==> src/rtl/pio_hs_pkg.sv <==
package pio_hs_pkg;
  localparam int ST_IRDY = 0;
  localparam int ST_ORDY = 1;
  localparam int ST_OVR  = 2;
  localparam int ST_USED = 3;

  typedef enum logic [1:0] {
    SEL_NONE = 2'd0,
    SEL_DATA = 2'd1,
    SEL_STAT = 2'd2
  } pio_sel_e;
endpackage

==> src/rtl/pio_addr_dec.sv <==
module pio_addr_dec
  import pio_hs_pkg::*;
#(
  parameter int ADDR_W = 8,
  parameter logic [ADDR_W-1:0] BASE_ADDR = 8'h40
) (
  input  logic [ADDR_W-1:0] addr,
  input  logic              rd_en,
  input  logic              wr_en,
  output pio_sel_e          sel,
  output logic              data_rd,
  output logic              data_wr,
  output logic              stat_rd
);
  localparam logic [ADDR_W-1:0] STAT_ADDR = BASE_ADDR + 1'b1;

  always_comb begin
    if (addr == BASE_ADDR)      sel = SEL_DATA;
    else if (addr == STAT_ADDR) sel = SEL_STAT;
    else                        sel = SEL_NONE;
  end

  // status writes decode to nothing: they are dropped here
  assign data_rd = rd_en && (sel == SEL_DATA);
  assign data_wr = wr_en && (sel == SEL_DATA);
  assign stat_rd = rd_en && (sel == SEL_STAT);
endmodule

==> src/rtl/pio_in_chan.sv <==
module pio_in_chan #(
  parameter int DATA_W = 8
) (
  input  logic              clk,
  input  logic              rst_n,
  input  logic              strobe,
  input  logic [DATA_W-1:0] din,
  input  logic              data_rd,
  input  logic              stat_rd,
  output logic              pend,
  output logic              ovr,
  output logic [DATA_W-1:0] hold
);
  logic pend_n, ovr_n;

  always_comb begin
    // set has priority over clear for both flags
    pend_n = strobe ? 1'b1 : (data_rd ? 1'b0 : pend);
    ovr_n  = (strobe && pend && !data_rd) ? 1'b1 : (stat_rd ? 1'b0 : ovr);
  end

  always_ff @(posedge clk or negedge rst_n) begin
    if (!rst_n) begin
      pend <= 1'b0;
      ovr  <= 1'b0;
      hold <= '0;
    end else begin
      pend <= pend_n;
      ovr  <= ovr_n;
      if (strobe) hold <= din;
    end
  end

  p_strobe_sets_r3: assert property (@(posedge clk) disable iff (!rst_n)
    strobe |=> pend && (hold == $past(din)));
  p_read_clears_r4: assert property (@(posedge clk) disable iff (!rst_n)
    (data_rd && !strobe) |=> !pend);
  p_ovr_sticky_r5: assert property (@(posedge clk) disable iff (!rst_n)
    (ovr && !stat_rd) |=> ovr);
  p_collide_no_ovr_r6: assert property (@(posedge clk) disable iff (!rst_n)
    (strobe && data_rd && !ovr) |=> (pend && !ovr));
endmodule

==> src/rtl/pio_out_chan.sv <==
module pio_out_chan #(
  parameter int DATA_W = 8
) (
  input  logic              clk,
  input  logic              rst_n,
  input  logic              data_wr,
  input  logic [DATA_W-1:0] wdata,
  input  logic              dev_ready,
  output logic              free,
  output logic              valid,
  output logic [DATA_W-1:0] byte_q
);
  logic ack, free_n;

  assign valid  = !free;
  assign ack    = valid && dev_ready;
  assign free_n = ack ? 1'b1 : (data_wr ? 1'b0 : free);

  always_ff @(posedge clk or negedge rst_n) begin
    if (!rst_n) begin
      free   <= 1'b1;
      byte_q <= '0;
    end else begin
      free <= free_n;
      if (data_wr) byte_q <= wdata;
    end
  end

  p_write_loads_r7: assert property (@(posedge clk) disable iff (!rst_n)
    (data_wr && !ack) |=> valid && (byte_q == $past(wdata)));
  p_hold_r8: assert property (@(posedge clk) disable iff (!rst_n)
    (valid && !dev_ready && !data_wr) |=> valid && $stable(byte_q));
  p_ack_frees_r8: assert property (@(posedge clk) disable iff (!rst_n)
    ack |=> free);
endmodule

==> src/rtl/pio_hs_port.sv <==
module pio_hs_port
  import pio_hs_pkg::*;
#(
  parameter int ADDR_W = 8,
  parameter int DATA_W = 8,
  parameter logic [ADDR_W-1:0] BASE_ADDR = 8'h40
) (
  input  logic              clk,
  input  logic              rst_n,
  input  logic [ADDR_W-1:0] addr,
  input  logic              rd_en,
  input  logic              wr_en,
  input  logic [DATA_W-1:0] wr_data,
  output logic [DATA_W-1:0] rd_data,
  input  logic              in_valid,
  input  logic [DATA_W-1:0] in_data,
  output logic              in_ready,
  output logic              out_valid,
  output logic [DATA_W-1:0] out_data,
  input  logic              out_ready
);
  localparam logic [ADDR_W-1:0] STAT_ADDR = BASE_ADDR + 1'b1;

  pio_sel_e          sel;
  logic              data_rd, data_wr, stat_rd;
  logic              pend, ovr, free;
  logic [DATA_W-1:0] in_hold;
  logic [DATA_W-1:0] stat_word;

  pio_addr_dec #(.ADDR_W(ADDR_W), .BASE_ADDR(BASE_ADDR)) u_dec (
    .addr(addr), .rd_en(rd_en), .wr_en(wr_en), .sel(sel),
    .data_rd(data_rd), .data_wr(data_wr), .stat_rd(stat_rd)
  );

  pio_in_chan #(.DATA_W(DATA_W)) u_in (
    .clk(clk), .rst_n(rst_n), .strobe(in_valid), .din(in_data),
    .data_rd(data_rd), .stat_rd(stat_rd), .pend(pend), .ovr(ovr),
    .hold(in_hold)
  );

  pio_out_chan #(.DATA_W(DATA_W)) u_out (
    .clk(clk), .rst_n(rst_n), .data_wr(data_wr), .wdata(wr_data),
    .dev_ready(out_ready), .free(free), .valid(out_valid),
    .byte_q(out_data)
  );

  assign in_ready = !pend;

  // assemble status word; unused upper bits tie to zero
  genvar gi;
  generate
    for (gi = 0; gi < DATA_W; gi++) begin : g_stat
      if (gi == ST_IRDY)      begin : g_i assign stat_word[gi] = pend; end
      else if (gi == ST_ORDY) begin : g_o assign stat_word[gi] = free; end
      else if (gi == ST_OVR)  begin : g_v assign stat_word[gi] = ovr;  end
      else                    begin : g_z assign stat_word[gi] = 1'b0; end
    end
  endgenerate

  always_ff @(posedge clk or negedge rst_n) begin
    if (!rst_n) begin
      rd_data <= '0;
    end else if (rd_en) begin
      unique case (sel)
        SEL_DATA: rd_data <= in_hold;
        SEL_STAT: rd_data <= stat_word;
        default:  rd_data <= '0;
      endcase
    end
  end

  p_stat_upper_zero_r2: assert property (@(posedge clk) disable iff (!rst_n)
    (rd_en && addr == STAT_ADDR) |=> (rd_data[DATA_W-1:ST_USED] == '0));
  p_stat_wr_ignored_r10: assert property (@(posedge clk) disable iff (!rst_n)
    (wr_en && addr == STAT_ADDR && !(out_valid && out_ready))
      |=> $stable(out_valid) && $stable(out_data));
  p_stray_rd_zero_r10: assert property (@(posedge clk) disable iff (!rst_n)
    (rd_en && addr != BASE_ADDR && addr != STAT_ADDR) |=> (rd_data == '0));
endmodule

==> config.mk <==
export PLATFORM = sky130hd
export DESIGN_NAME = pio_hs_port
export DESIGN_NICKNAME = d
export VERILOG_FILES = /design/src/rtl/pio_hs_pkg.sv /design/src/rtl/pio_addr_dec.sv /design/src/rtl/pio_in_chan.sv /design/src/rtl/pio_out_chan.sv /design/src/rtl/pio_hs_port.sv
export SDC_FILE = /design/constraint.sdc
export NUM_CORES = 1
export LEC_CHECK = 0
export CAP_MARGIN = 20
export CORE_MARGIN = 3
export CORE_UTILIZATION = 35
export CTS_BUF_LIST = sky130_fd_sc_hd__clkbuf_8
export CTS_CLUSTER_SIZE = 8
export DETAILED_ROUTE_END_ITERATION = 10
export DONT_BUFFER_PORTS = 1
export HOLD_SLACK_MARGIN = 0.02
export SLEW_MARGIN = 20
export SYNTH_ARGS = -nofsm -noshare
export SYNTH_HDL_FRONTEND = slang
export SYNTH_SLANG_ARGS = --single-unit
export TNS_END_PERCENT = 100
==> constraint.sdc <==
create_clock -name clk -period 2.6 [get_ports clk]
set_clock_uncertainty 0.1 [all_clocks]
set_input_delay 0.39 -clock clk [delete_from_list [all_inputs] [get_ports clk]]
set_output_delay 0.39 -clock clk [all_outputs]
set_load 0.005 [all_outputs]
; ---- Word level (Yosys, flattened, before mapping)
; Index checks and enable logic that the tools add are counted.
[word_totals]
reg_bits = 27
in_bits = 30
out_inout_bits = 18
[classes]
eq_ne = 4
muxes = 9
n_reduce_logical = 12
[ops]
columns = cell, n
row1 = 8-bit by 7-bit equality test with 1-bit output (second input constant), 2
row2 = 8-bit one-hot mux with 2 select lines, 1
row3 = 1-bit logical AND, 6
row4 = 1-bit 2-to-1 mux, 6
row5 = 2-bit nonzero test, 3
row6 = 2-bit 2-to-1 mux, 2
row7 = 1-bit zero test, 3
row8 = 2-bit by 1-bit equality test with 1-bit output (second input constant), 1
row9 = 2-bit equality test (second input constant), 1

; ---- Logic depth before layout (Yosys ltp)
[depth]
ltp_word = 8
ltp_mapped = 4
depth_no_buf = 3

; ---- Modules after synthesis
; Synthesis repeated with hierarchy kept, for this count alone.
[hier_totals]
cells_unflattened = 94
area_unflattened_um2 = 1255.0
[by_module_without_submodules]
columns = module, n_inst, cells_per_inst, area_each_um2, seq_area_each_um2
row1 = pio_in_chan, 1, 23, 407.9, 250.2
row2 = pio_hs_port, 1, 40, 386.6, 200.2
row3 = pio_out_chan, 1, 21, 372.9, 226.5
row4 = pio_addr_dec, 1, 10, 87.6, 0.0

; ---- Worst setup path before layout
; Ideal clock, no wire load.
[synth_timing]
path_kind = input-to-reg
from = input addr[1]
to = register u_out.byte_q[0]
arrival_ns = 1.287
required_ns = 2.375
path_slack_ns = 1.089
stages = 3
path_buffers = 0
cell_sequence = nor3_1 -> nand4b_4 -> mux2_2
[synth_between]
elab_chain_len = 5
word_cells_on_any_way = 6
classes_between = 3 x eq/ne / 2 x mux / 1 x reduce/logical
[synth_rtl]
columns = item, line
row1 = "start, declared", pio_hs_port.sv:10  ; input logic [ADDR_W-1:0] addr,
row2 = 8-bit by 7-bit equality test with 1-bit output, pio_addr_dec.sv:19  ; else if (addr == STAT_ADDR) sel = SEL_STAT;
row3 = 2-bit 2-to-1 mux, pio_addr_dec.sv:19
row4 = 2-bit 2-to-1 mux (*), pio_addr_dec.sv:18  ; if (addr == BASE_ADDR) sel = SEL_DATA;
row5 = 2-bit by 1-bit equality test with 1-bit output (*), pio_addr_dec.sv:25  ; assign data_wr = wr_en && (sel == SEL_DATA);
row6 = 1-bit logical AND (*), pio_addr_dec.sv:25
row7 = "end signal, assigned", pio_out_chan.sv:25  ; if (data_wr) byte_q <= wdata;
row8 = "end, declared", pio_out_chan.sv:11  ; output logic [DATA_W-1:0] byte_q
; Every way passes the cells marked *; elsewhere a longest branch is shown, timed or not.
; A chain may end at the register's enable or synchronous reset.

; ---- Worst setup path in the final report
[layout_timing]
from = register u_out.free
to = output out_valid
[layout_between]
elab_chain_len = 1
[layout_rtl]
columns = item, line
row1 = "start, declared", pio_out_chan.sv:9  ; output logic free,
row2 = "start signal, assigned", pio_out_chan.sv:24  ; free <= free_n;
row3 = 1-bit zero test, pio_out_chan.sv:15  ; assign valid = !free;
row4 = "end, declared", pio_hs_port.sv:18  ; output logic out_valid,
; No other way between the ends.

==> run_summary.xml <==
<?xml version="1.0" encoding="UTF-8"?>
<metrics>
  <group name="clocking">
    <metric name="clock_insertion_delay_worst_skew" unit="ns">0.27</metric>
    <metric name="post-cts-setup-buffer-count" unit="">0</metric>
    <metric name="clk_root_buffer_cell" unit="">sky130_fd_sc_hd__clkbuf_8</metric>
    <metric name="number_of_clock_buffers_inserted_by_tritoncts" unit="">3</metric>
    <metric name="ctsLongestPathBuffers" unit="">2</metric>
    <metric name="clk_pin_slew" unit="ns">0.08</metric>
    <metric name="cts_resized" unit="">0</metric>
    <metric name="cts_hold_buffers" unit="">2</metric>
    <metric name="cts_tree" unit="">yes</metric>
    <metric name="clkSinkCount" unit="">27</metric>
    <metric name="cts_max_level" unit="">1</metric>
  </group>
  <group name="grt">
    <metric name="antenna_found_initial" unit="">0</metric>
    <metric name="grt_pass1_vias" unit="">701</metric>
    <metric name="grt-ovfl-total" unit="">0</metric>
    <metric name="grt_pass1_wl" unit="µm">3622</metric>
    <metric name="gr-usage-all-layers" unit="%">11.45</metric>
    <metric name="grt_start_max_net_pins" unit="">28</metric>
  </group>
  <group name="critical_path">
    <metric name="worstPathRequired" unit="ns">2.11</metric>
    <metric name="critical-path-slowest-cell" unit="">sky130_fd_sc_hd__dfstp_2</metric>
    <metric name="crit_chain" unit="">inv_1</metric>
    <metric name="cp_top_family" unit="">flip-flops</metric>
    <metric name="crit_buf_inv" unit="">1</metric>
    <metric name="cp.arrival" unit="ns">0.88</metric>
    <metric name="critPathLaunch" unit="">u_out.free$_DFFE_PN1P_</metric>
    <metric name="worst-setup-path-type" unit="">reg2out</metric>
    <metric name="worst_setup_path_end_kind" unit="">output port</metric>
    <metric name="worstSetupStartpointType" unit="">flop</metric>
    <metric name="worst_path_largest_cell_delay" unit="ns">0.55</metric>
    <metric name="timing.critical_path.fanout_max" unit="">3</metric>
    <metric name="timing.rr.start" unit="">u_out.free$_DFFE_PN1P_</metric>
  </group>
  <group name="logic_synthesis">
    <metric name="avgSynthCellArea" unit="µm²">13.82</metric>
    <metric name="synth-seq-area-share" unit="%">59.71</metric>
    <metric name="synth_warnings" unit="">0</metric>
    <metric name="post_synth_instance_area" unit="µm²">1134</metric>
    <metric name="synthCells" unit="">82</metric>
    <metric name="synth.top_cells.by_area" unit="">sky130_fd_sc_hd__dfrtp_1, sky130_fd_sc_hd__mux2_2, sky130_fd_sc_hd__o2bb2ai_1</metric>
    <metric name="synth.largest_area_cell" unit="">sky130_fd_sc_hd__dfrtp_1</metric>
    <metric name="synth_top_area_share" unit="%">57.40</metric>
    <metric name="synth-seq-cells" unit="">27</metric>
    <metric name="netlist-cell-type-count" unit="">16</metric>
    <metric name="post_synthesis_net_count" unit="">112</metric>
  </group>
  <group name="sta">
    <metric name="final-hold-violation-count" unit="">0</metric>
    <metric name="achievable-frequency" unit="MHz">732.2</metric>
    <metric name="report.final.slew_viol_count" unit="">0</metric>
    <metric name="worstMarginPinSlew" unit="ns">0.5218</metric>
    <metric name="timing.final.setup_violations" unit="">0</metric>
    <metric name="layout_worst_path_cycle_share" unit="%">52.53</metric>
    <metric name="post_route_worst_setup_slack" unit="ns">1.234</metric>
    <metric name="fin_tns_setup" unit="ns">0</metric>
    <metric name="period_minus_slack" unit="ns">1.366</metric>
    <metric name="grt_setup_unrepaired" unit="">no</metric>
    <metric name="slew-limit-headroom" unit="%">64.94</metric>
  </group>
  <group name="floorplan">
    <metric name="die_height" unit="µm">62.91</metric>
    <metric name="floorplan.die_area" unit="µm²">3958</metric>
    <metric name="dieWidth" unit="µm">62.91</metric>
    <metric name="coreArea" unit="µm²">3078</metric>
    <metric name="pin_count" unit="">48</metric>
    <metric name="std_cell_rows" unit="">20</metric>
    <metric name="initial_utilization" unit="%">36.83</metric>
  </group>
  <group name="pwr">
    <metric name="total_leakage_power" unit="nW">0.5913</metric>
    <metric name="ir_drop" unit="V">0.0001800</metric>
    <metric name="power_density" unit="nW/µm²">582.8</metric>
  </group>
  <group name="worst_hold_path">
    <metric name="timing.hold.worst.start" unit="">in_valid</metric>
    <metric name="hold_path.class" unit="">in2reg</metric>
  </group>
  <group name="route">
    <metric name="ant_nets" unit="">0</metric>
    <metric name="dr_total_vias" unit="">671</metric>
    <metric name="drt_iter0_markers" unit="">40</metric>
    <metric name="detail_route.drc_violations" unit="">0</metric>
    <metric name="wl_per_cell" unit="µm">16.96</metric>
    <metric name="wirelength" unit="µm">2188</metric>
    <metric name="avgViaCountPerCell" unit="">5.202</metric>
    <metric name="drt-pass1-iter-count" unit="">4</metric>
  </group>
  <group name="finish">
    <metric name="area_delta_synth_final" unit="%">10.60</metric>
    <metric name="nFillCells" unit="">292</metric>
    <metric name="final_nets" unit="">116</metric>
    <metric name="drive_above_1_share" unit="%">32.94</metric>
    <metric name="design_area" unit="µm²">1254</metric>
    <metric name="num_antenna_cells" unit="">0</metric>
  </group>
  <group name="run">
    <metric name="maxCapViolCount" unit="">0</metric>
  </group>
  <group name="place">
    <metric name="place_hpwl" unit="µm">1664</metric>
    <metric name="io_buffers" unit="">0</metric>
    <metric name="place.gp.congestion" unit="">0.6383</metric>
    <metric name="post_dp_cell_area" unit="µm²">1177</metric>
    <metric name="pre_cts_ws" unit="ns">0.9513</metric>
  </group>
  <group name="outcome">
    <metric name="outcome" unit="">complete, no violations</metric>
  </group>
</metrics>
flip-flops by register name, indices dropped and copies added (netlist names):
| register | flops |
|---|---|
| u_out.byte_q | 8 |
| u_out.free | 1 |
| u_in.pend | 1 |
| u_in.hold | 8 |
| u_in.ovr | 1 |
| rd_data | 8 |
routing by layer:
layer / vias to the layer above / GRT usage, % / wire length (µm)
met2: 25 / 19.89 / 1147
li1: 298 / - / -
met1: 344 / 12.41 / 805
met5: - / 0 / 0
met3: 4 / 4.676 / 207
met4: 0 / 4.132 / 29
cells in the mapped netlist:
| cell type | number |
|---|---|
| sky130_fd_sc_hd__dfrtp_1 | 26 |
| sky130_fd_sc_hd__mux2_2 | 20 |
| sky130_fd_sc_hd__nand2_1 | 11 |
| sky130_fd_sc_hd__o2bb2ai_1 | 8 |
| sky130_fd_sc_hd__clkbuf_1 | 3 |
| sky130_fd_sc_hd__inv_1 | 3 |
| sky130_fd_sc_hd__nand3_1 | 2 |
| sky130_fd_sc_hd__a21o_1 | 1 |
| sky130_fd_sc_hd__a2bb2oi_1 | 1 |
| sky130_fd_sc_hd__clkinv_1 | 1 |
| sky130_fd_sc_hd__dfstp_2 | 1 |
| sky130_fd_sc_hd__nand4b_4 | 1 |
| sky130_fd_sc_hd__nor3_1 | 1 |
| sky130_fd_sc_hd__nor4_1 | 1 |
| sky130_fd_sc_hd__nor4b_4 | 1 |
| sky130_fd_sc_hd__o2111ai_1 | 1 |
layout make-up:
class                   instances  area [µm²]  area share [%]
inverters                       4       15.01           1.198
flip-flops and latches         27       676.9           53.99
multi-input cells              48       430.4           34.33
clock inverters                 1       5.005          0.3992
repair buffers                  2       30.03           2.395
clock buffers                   3       41.29           3.293
well taps                      44       55.05           4.391
cell families after synthesis:
kind of cell,count (synthesis),synth area share [%]
flip-flops,27,59.71
multiplexers,20,19.87
AND/OR/NAND/NOR,17,9.713
buffers and inverters,7,2.317
AO/OA/AOI/OAI,11,8.389
layout by cell type (no fill, tap or decap):
cell type / Yosys / final
sky130_fd_sc_hd__clkbuf_8: 0 / 3
sky130_fd_sc_hd__a2bb2oi_1: 1 / 1
sky130_fd_sc_hd__dfstp_2: 1 / 1
sky130_fd_sc_hd__nor3_1: 1 / 1
sky130_fd_sc_hd__o2bb2ai_1: 8 / 8
sky130_fd_sc_hd__clkinv_1: 1 / 1
sky130_fd_sc_hd__buf_12: 0 / 1
sky130_fd_sc_hd__nor4_1: 1 / 1
sky130_fd_sc_hd__nand3_1: 2 / 2
sky130_fd_sc_hd__nand4b_4: 1 / 1
sky130_fd_sc_hd__nor4b_4: 1 / 1
sky130_fd_sc_hd__nand2_1: 11 / 11
sky130_fd_sc_hd__a21o_1: 1 / 1
sky130_fd_sc_hd__mux2_2: 20 / 20
sky130_fd_sc_hd__o2111ai_1: 1 / 1
sky130_fd_sc_hd__dlygate4sd3_1: 0 / 1
sky130_fd_sc_hd__dfrtp_1: 26 / 26
sky130_fd_sc_hd__inv_1: 3 / 3
sky130_fd_sc_hd__clkinv_2: 0 / 1
report_power, final:
group | internal (mW) | switching [mW] | total [mW]
logic | 0.0290 | 0.0205 | 0.0495
registers | 0.439 | 0.0107 | 0.449
clock network | 0.107 | 0.125 | 0.232
total | 0.575 | 0.156 | 0.731
metrics by stage:
step | total power, mW | cells | hold WS [ns] | utilization, %
after detailed placement | 0.4961 | 123 | -0.004885 | 38.25
after CTS | 0.7396 | 129 | 0.1103 | 40.73
after global placement | 0.4934 | 123 | -0.005052 | 38.25
after floorplan | 0.4937 | 82 | -0.005591 | -
final | 0.7306 | 129 | 0.1167 | 40.73
after global routing | 0.7616 | 129 | 0.1034 | 40.73
worst paths after layout:
check	end	slack, ns	cells past startpoint
worst max-delay path	out_valid	1.23	1
worst min-delay path	u_in.pend$_DFFE_PN0P_	0.12	1
worst max register to register	u_out.free$_DFFE_PN1P_	1.54	1
max in group asynchronous	u_out.free$_DFFE_PN1P_	1.73	2
worst min register to register	u_in.hold[2]$_DFFE_PN0P_	0.41	1
min in group asynchronous	u_in.hold[6]$_DFFE_PN0P_	0.44	2
Note: power is estimated with default switching activity, not from simulation.
